$ cat src/rtl/kscan_pkg.sv
package kscan_pkg;
    typedef enum logic [2:0] {
        ST_IDLE,
        ST_WAIT_A,
        ST_ARM_A,
        ST_SCAN_A,
        ST_WAIT_B,
        ST_ARM_B,
        ST_SCAN_B,
        ST_COMMIT
    } kscan_state_e;
endpackage

$ cat src/rtl/kscan_seq.sv
module kscan_seq
    import kscan_pkg::*;
#(
    parameter int N_COL     = 12,
    parameter int SHARE_CYC = 4
) (
    input  logic                       clk,
    input  logic                       rst_n,
    input  logic                       scan_start,
    input  logic                       scan_halt,
    input  logic                       frm_start,
    input  logic                       slot_act,
    output logic [N_COL-1:0]           col_drv,
    output logic                       sample,
    output logic                       commit,
    output logic [$clog2(N_COL)-1:0]   col_idx,
    output kscan_state_e               state
);
    localparam int HALF = N_COL / 2;
    localparam int CW   = $clog2(N_COL);
    localparam int TW   = $clog2(SHARE_CYC + 1);

    kscan_state_e       nxt;
    logic [CW-1:0]      col_q;
    logic [TW-1:0]      tick_q;
    logic               last_tick;
    logic               scanning;

    assign last_tick = (tick_q == TW'(SHARE_CYC - 1));
    assign scanning  = (state == ST_SCAN_A) || (state == ST_SCAN_B);

    always_comb begin
        nxt = state;
        unique case (state)
            ST_IDLE:   if (scan_start) nxt = ST_WAIT_A;
            ST_WAIT_A: if (frm_start)  nxt = ST_ARM_A;
            ST_ARM_A:  if (slot_act)   nxt = ST_SCAN_A;
            ST_SCAN_A: if (!slot_act || (last_tick && col_q == CW'(HALF - 1)))
                           nxt = ST_WAIT_B;
            ST_WAIT_B: if (frm_start)  nxt = ST_ARM_B;
            ST_ARM_B:  if (slot_act)   nxt = ST_SCAN_B;
            ST_SCAN_B: begin
                if (!slot_act)
                    nxt = ST_WAIT_A;
                else if (last_tick && col_q == CW'(N_COL - 1))
                    nxt = ST_COMMIT;
            end
            ST_COMMIT: nxt = ST_WAIT_A;
            default:   nxt = ST_IDLE;
        endcase
        if (scan_halt) nxt = ST_IDLE;
    end

    always_ff @(posedge clk or negedge rst_n) begin
        if (!rst_n) begin
            state  <= ST_IDLE;
            col_q  <= '0;
            tick_q <= '0;
        end else begin
            state <= nxt;
            if (state == ST_ARM_A) begin
                col_q  <= '0;
                tick_q <= '0;
            end else if (state == ST_ARM_B) begin
                col_q  <= CW'(HALF);
                tick_q <= '0;
            end else if (scanning) begin
                if (last_tick) begin
                    tick_q <= '0;
                    col_q  <= col_q + 1'b1;
                end else begin
                    tick_q <= tick_q + 1'b1;
                end
            end
        end
    end

    always_comb begin
        col_drv = '0;
        if (scanning && slot_act)
            col_drv[col_q] = 1'b1;
        sample  = scanning && slot_act && last_tick;
        commit  = (state == ST_COMMIT);
        col_idx = col_q;
    end
endmodule

$ cat src/rtl/kscan_store.sv
module kscan_store #(
    parameter int N_COL = 12,
    parameter int N_ROW = 4
) (
    input  logic                       clk,
    input  logic                       rst_n,
    input  logic                       sample,
    input  logic                       commit,
    input  logic [$clog2(N_COL)-1:0]   col_idx,
    input  logic [N_ROW-1:0]           key_in,
    output logic [N_COL*N_ROW-1:0]     key_ram
);
    localparam int KB = N_COL * N_ROW;
    localparam int CW = $clog2(N_COL);

    logic [KB-1:0] shadow;

    always_ff @(posedge clk or negedge rst_n) begin
        if (!rst_n) begin
            shadow  <= '0;
            key_ram <= '0;
        end else begin
            for (int c = 0; c < N_COL; c++) begin
                if (sample && col_idx == CW'(c))
                    shadow[c*N_ROW +: N_ROW] <= key_in;
            end
            if (commit)
                key_ram <= shadow;
        end
    end
endmodule

$ cat src/rtl/kscan_rdout.sv
module kscan_rdout #(
    parameter int KB   = 48,
    parameter int N_SW = 4
) (
    input  logic                      clk,
    input  logic                      rst_n,
    input  logic [KB-1:0]             key_ram,
    input  logic [N_SW-1:0]           sw_in,
    input  logic                      rd_req,
    input  logic                      rd_sel,
    input  logic                      rd_rst,
    output logic                      rd_bit,
    output logic [$clog2(KB)-1:0]     kptr
);
    localparam int KPW = $clog2(KB);

    logic [N_SW-1:0] sw_lat;
    logic [2:0]      sptr;
    logic [7:0]      sw_byte;

    assign sw_byte = {{(8-N_SW){1'b0}}, sw_lat};

    always_ff @(posedge clk or negedge rst_n) begin
        if (!rst_n) begin
            kptr   <= '0;
            sptr   <= '0;
            sw_lat <= '0;
            rd_bit <= 1'b0;
        end else if (rd_rst) begin
            kptr   <= '0;
            sptr   <= '0;
            sw_lat <= sw_in;
        end else if (rd_req) begin
            if (rd_sel) begin
                rd_bit <= sw_byte[sptr];
                sptr   <= sptr + 1'b1;
            end else begin
                rd_bit <= key_ram[kptr];
                kptr   <= (kptr == KPW'(KB - 1)) ? '0 : kptr + 1'b1;
            end
        end
    end
endmodule

$ cat src/rtl/kscan_top.sv
module kscan_top
    import kscan_pkg::*;
#(
    parameter int N_COL     = 12,
    parameter int N_ROW     = 4,
    parameter int N_SW      = 4,
    parameter int SHARE_CYC = 4
) (
    input  logic             clk,
    input  logic             rst_n,
    input  logic             scan_start,
    input  logic             scan_halt,
    input  logic             frm_start,
    input  logic             slot_act,
    output logic [N_COL-1:0] col_drv,
    input  logic [N_ROW-1:0] key_in,
    input  logic [N_SW-1:0]  sw_in,
    input  logic             rd_req,
    input  logic             rd_sel,
    input  logic             rd_rst,
    output logic             rd_bit
);
    localparam int KB = N_COL * N_ROW;

    logic                      sample;
    logic                      commit;
    logic [$clog2(N_COL)-1:0]  col_idx;
    kscan_state_e              state;
    logic [KB-1:0]             key_ram;
    logic [$clog2(KB)-1:0]     kptr;

    kscan_seq #(.N_COL(N_COL), .SHARE_CYC(SHARE_CYC)) u_seq (
        .clk(clk), .rst_n(rst_n), .scan_start(scan_start), .scan_halt(scan_halt),
        .frm_start(frm_start), .slot_act(slot_act), .col_drv(col_drv),
        .sample(sample), .commit(commit), .col_idx(col_idx), .state(state)
    );

    kscan_store #(.N_COL(N_COL), .N_ROW(N_ROW)) u_store (
        .clk(clk), .rst_n(rst_n), .sample(sample), .commit(commit),
        .col_idx(col_idx), .key_in(key_in), .key_ram(key_ram)
    );

    kscan_rdout #(.KB(KB), .N_SW(N_SW)) u_rd (
        .clk(clk), .rst_n(rst_n), .key_ram(key_ram), .sw_in(sw_in),
        .rd_req(rd_req), .rd_sel(rd_sel), .rd_rst(rd_rst),
        .rd_bit(rd_bit), .kptr(kptr)
    );
endmodule

$ cat config.mk
export PLATFORM = sky130hd
export DESIGN_NAME = kscan_top
export DESIGN_NICKNAME = d
export VERILOG_FILES = /design/src/rtl/kscan_pkg.sv /design/src/rtl/kscan_seq.sv /design/src/rtl/kscan_store.sv /design/src/rtl/kscan_rdout.sv /design/src/rtl/kscan_top.sv
export SDC_FILE = /design/constraint.sdc
export NUM_CORES = 1
export LEC_CHECK = 0
export ABC_AREA = 1
export CORE_MARGIN = 2
export CORE_UTILIZATION = 45
export DETAILED_ROUTE_END_ITERATION = 6
export DONT_BUFFER_PORTS = 1
export PLACE_DENSITY = 0.6
export SLEW_MARGIN = 30
export SYNTH_ARGS = -nofsm -noshare
export SYNTH_HDL_FRONTEND = slang
export SYNTH_SLANG_ARGS = --single-unit
export TNS_END_PERCENT = 30
$ cat constraint.sdc
create_clock -name clk -period 5.1 [get_ports clk]
set_input_delay 1.53 -clock clk [delete_from_list [all_inputs] [get_ports clk]]
set_output_delay 1.53 -clock clk [all_outputs]
set_load 0.01 [all_outputs]
# After elaboration in Yosys (flattened, before gate mapping)
# Cells that the tools add are included.
dict set report totals {
  memories 0
  elab_cells 121
  latchBits 0
  mem_bits_rw 0
  in_bits 17
  output_inout_bits 13
  romBits 0
  reg_bits 120
}
dict set report classes {
  n_mux 33
  n_bitwise 1
  shift 0
  add_sub_neg 4
  magnitude_cmp 4
  div 0
  eq_ne 28
  n_mul 0
  reduce_logical 31
}
# operator count
set ops {}
lappend ops {{3-bit 2-to-1 mux} 16}
lappend ops {{6-bit 2-to-1 mux} 4}
lappend ops {{3-bit one-hot mux with 8 select lines} 1}
lappend ops {{3-bit inequality test, second input constant} 6}
lappend ops {{1-bit logical AND} 17}
lappend ops {{4-bit by 3-bit equality test with 1-bit output, second input constant} 4}
lappend ops {{4-bit equality test, second input constant} 4}
lappend ops {{4-bit 2-to-1 mux} 4}
lappend ops {{3-bit equality test, second input constant} 4}
lappend ops {{12-bit 2-to-1 mux} 1}
lappend ops {{3-bit by 2-bit equality test with 1-bit output, second input constant} 3}
lappend ops {{4-bit by 2-bit equality test with 1-bit output, second input constant} 2}
lappend ops {{2-bit AND reduction} 4}
lappend ops {{6-bit by 7-bit less-than comparator with 1-bit output, second input constant} 1}
lappend ops {{7-bit AND reduction} 1}
lappend ops {{3-bit by 1-bit adder with 3-bit output, second input constant} 2}
lappend ops {{6-bit by 1-bit adder with 6-bit output, second input constant} 1}
lappend ops {{1-bit binary-select mux with 6-bit select} 1}
lappend ops {{6-bit equality test, second input constant} 1}
lappend ops {{3-bit nonzero test} 2}
lappend ops {{4-bit by 5-bit less-than comparator with 1-bit output, second input constant} 1}
lappend ops {{4-bit by 1-bit adder with 4-bit output, second input constant} 1}
lappend ops {{1-bit demux with 4-bit select} 1}
lappend ops {{4-bit by 1-bit equality test with 1-bit output, second input constant} 1}
lappend ops {{13 further kinds} 18}

# Logic depth before layout (Yosys ltp)
dict set report depth {
  word_depth 6
  mapped_depth 13
  ltp_nobuf 13
}

# By module
# Synthesis repeated with hierarchy kept, for this count alone.
dict set report hier_totals {
  hier_cells 708
  area_unflattened_um2 6019.5
}
# module cells_per_inst area_per_inst_um2 seq_area_each_um2 n_inst
set modules_own_cells {}
lappend modules_own_cells {kscan_store 371 3827.4 2402.3 1}
lappend modules_own_cells {kscan_rdout 199 1231.2 350.3 1}
lappend modules_own_cells {kscan_seq 138 960.9 250.2 1}

# Least setup slack after synthesis
# Ideal clock, no wire load.
dict set report synth_path {
  path_kind {input -> output}
  start {input port slot_act}
  end {output port col_drv[10]}
  cell_stages 6
  required_ps 3570
  n_path_buf 0
  setup_slack_ps 1434
  arrival_time_ps 2136
  cell_sequence {inv_1 nor2_8 inv_4 nor2_4 inv_2 nor2_1}
}
dict set report synth_via {
  elab_chain_cells 2
}
# element line
set synth_lines {}
lappend synth_lines {{start, declared} kscan_top.sv:14} ;# input logic slot_act,
lappend synth_lines {{1-bit logical AND} kscan_seq.sv:80} ;# if (scanning && slot_act)
lappend synth_lines {{12-bit 2-to-1 mux} kscan_seq.sv:80}
lappend synth_lines {{end, declared} kscan_top.sv:15} ;# output logic [N_COL-1:0] col_drv,
# Every way passes these cells.

# Final worst setup path
dict set report layout_path {
  start {input port slot_act}
  end {output port col_drv[8]}
}
# The elaborated chain is that of the path after synthesis.

==> reports/qor.txt <==
Clk root buf: clkbuf_16
Max-slew violations: 0
Via density: 5.20
Starting DRT DRC Count: 246
Pwr/cell area: 389 nW/um2
CP max stage cell: nor2_1
Post-Synth Simple-Gate Area: 20.4%
Multi-input gate area: 2260 um2
Worst-path cell chain: inv_1 > nor2_8 > inv_4 > nor2_4 > inv_2 > nor2_1
Postcts setup bufs: 0
Die H: 115 um
Final nets: 615
Largest family of logic cells by synthesized area: simple AND/OR/NAND/NOR gates
Crit path largest cell delay: 0.19 ns
Placer Congestion: 0.869
Leakage power: 0.00299 uW
Part of the cycle the worst path needs: 73.2%
Critical path's top delay family: simple AND/OR/NAND/NOR gates
Worst hold path class: flop to flop
Sequential area share after synthesis: 54.0%
Status: finished clean
Synth Area in XOR/XNOR: 0%
Relative slew slack: 50.4%
Maximum VDD drop: 205 uV
Max Root-Sink Buffers: 2
Worst-skew pair later-pin latency: 0.42 ns
Synth Flop Type: dfrtp_1
Synth Area per Inst: 9.41 um2
Clk sinks: 120
WP data required: 3.57 ns
Initial antenna violation count: 0
Post-route ant nets: 0
Number of hold-slack violations in the final timing report: 0
Ports: 30
Starting density of the core: 46.1%
Clock skew: 0.00886 ns
Crit start category: input pin
Fin cells: 771
Cell Rows: 40
Die width: 115 um
Total grt overflow: 0
Clock Pin Slew Worst Setup and Hold Paths: 0.05 ns
Sequential cell area: 3000 um2
Setup crit end kind: output pin
FMAX: 268 MHz
Largest net degree at the start of global routing: 121
Max-Cap Viols: 0
RSZ-0062 raised after global routing: no
Setup CP Type: input pin to output pin
H-tree depth: 4
Layout cell share with drive strength beyond 1: 17.6%
Worst Path Buf+Inv: 3
Min Tclk post-route: 3.73 ns
GRT Total Usage: 19.9%
Pre-CTS WS: 1.36 ns
Via count: 4007
Area grow syn2layout: 11.8%
CTS Hold Bufs: 0
Most frequent cells in the layout: nand2_1, dfrtp_1, inv_1, o21ai_0, nand3_1
Full die area: 13300 um2
First-pass GRT wire length: 19800 um
Post-synthesis adder-cell area fraction: 1.57%
Vias in the first global route: 3965
Mapped Nets: 615
# DRC: 0
CP max FO: 9
Crit path DAT: 2.20 ns
Yosys warnings: 0
Fillers: 1126
Diodes inserted: 0
Number of synthesized flops with an enable pin: 0
Placed cells: 740
Cell variety after synth: 36
Final Instance Area: 6220 um2
FFs w/ async S/R, synth: 100%
Core Area: 12100 um2
PortBufs: 0
Number of synthesized register bits: 120
Num CTS Buffers: 17
TritonCTS clock tree: built
Placed cell areas: 5700 um2
Worst slew pin tran: 0.744 ns
Setup Viol. Count Final: 0
Routed WL: 11800 um
Most common cell after layout, fill and taps aside: nand2_1
Worst Setup Slack, final: 1.37 ns
Post-synthesis cell area: 5560 um2
Mux contribution to synthesized area: 7.90%
HPWL after detailed placement: 7580 um
Iteration count of the initial detailed-routing pass: 4
Compound-Gate Fraction of Synth Area: 10.8%
Resized cells post-CTS: 0
Wire per inst: 15.3 um
Setup total negative slack: 0 ns
Total power: 2420 uW
Mapped Cells: 591
==> where the power goes <==
part	leakage [uW]	switching, uW	internal (uW)
Clock	0.000251	405	635
Sequential	0.00165	46.8	1020
Combinational	0.00109	209	99.8
Total	0.00299	662	1760
==> layer usage <==
metal	wire length [um]	track usage [%]	up-vias
met5	0	0	-
met4	243	8.67	0
met3	449	5.54	20
met2	5620	31.8	71
met1	5490	25.4	1952
li1	-	-	1964
==> tightest hold or removal path, delay by kind of cell (launching register included) <==
kind	cells	cell delay [ns]
flip-flops	1	0.33
AND/OR/NAND/NOR	2	0.11
==> stage by stage <==
step / hold slack (ns) / util, %
3_3_place_gp: 0.460 / 47.3
5_1_grt: 0.505 / 51.6
4_1_cts: 0.479 / 51.6
2_1_floorplan: 0.437 / -
3_5_place_dp: 0.466 / 47.3
6_report: 0.479 / 51.6
==> cells in the mapped netlist (3+ instances only) <==
cell	count	area (um2)
a21oi_1	29	145
buf_2	6	30.0
clkbuf_1	14	52.6
dfrtp_1	120	3000
ha_1	7	87.6
inv_1	48	180
inv_2	3	11.3
mux2_2	39	439
nand2_1	133	499
nand2_2	5	31.3
nand2_4	6	67.6
nand3_1	45	225
nand3_2	3	30.0
nor2_1	23	86.3
nor2_2	3	18.8
nor2_4	7	78.8
nor3_1	5	25.0
o211ai_1	4	30.0
o21ai_0	48	240
o21ai_1	23	115
==> layout make-up <==
class | instances | share of cell area, %
timing repair buffer | 2 | 0.241
multi-input combinational | 395 | 36.4
sequential | 120 | 48.3
inverter | 55 | 3.42
tap | 168 | 3.38
clock buffer | 22 | 7.46
clock inverter | 9 | 0.845
==> sequential cells by signal, summed over array words and instances (netlist names) <==
| name | count |
|---|---|
| u_seq.tick_q | 3 |
| u_rd.rd_bit | 1 |
| u_rd.sptr | 3 |
| u_store.key_ram | 48 |
| u_rd.kptr | 6 |
| u_seq.state | 3 |
| u_rd.sw_lat | 4 |
| u_store.shadow | 48 |
| u_seq.col_idx | 4 |
==> path summary, 6_finish.rpt <==
kind                                             from                         endpoint  slack, ns  depth (start not counted)
max                                          slot_act                       col_drv[8]       1.37                          6
min in group asynchronous                       rst_n  u_store.key_ram[35]$_DFFE_PN0N_       0.82                          0
min reg2reg                u_rd.sw_lat[2]$_DFFE_PN0P_       u_rd.sw_lat[2]$_DFFE_PN0P_       0.48                          2
max in group asynchronous                       rst_n   u_store.key_ram[2]$_DFFE_PN0N_       4.11                          0
max reg2reg                  u_rd.kptr[0]$_DFFE_PN0P_          u_rd.rd_bit$_DFFE_PN0P_       2.82                         12
min                        u_rd.sw_lat[2]$_DFFE_PN0P_       u_rd.sw_lat[2]$_DFFE_PN0P_       0.48                          2
==> cell families after synthesis <==
kind of cell	after synthesis
DFF	120
buffers and inverters	76
adders and majority gates	7
muxes	39
AOI/OAI and AO/OA	113
and+or+nand+nor	236
Note: power is estimated with default switching activity, not from simulation.
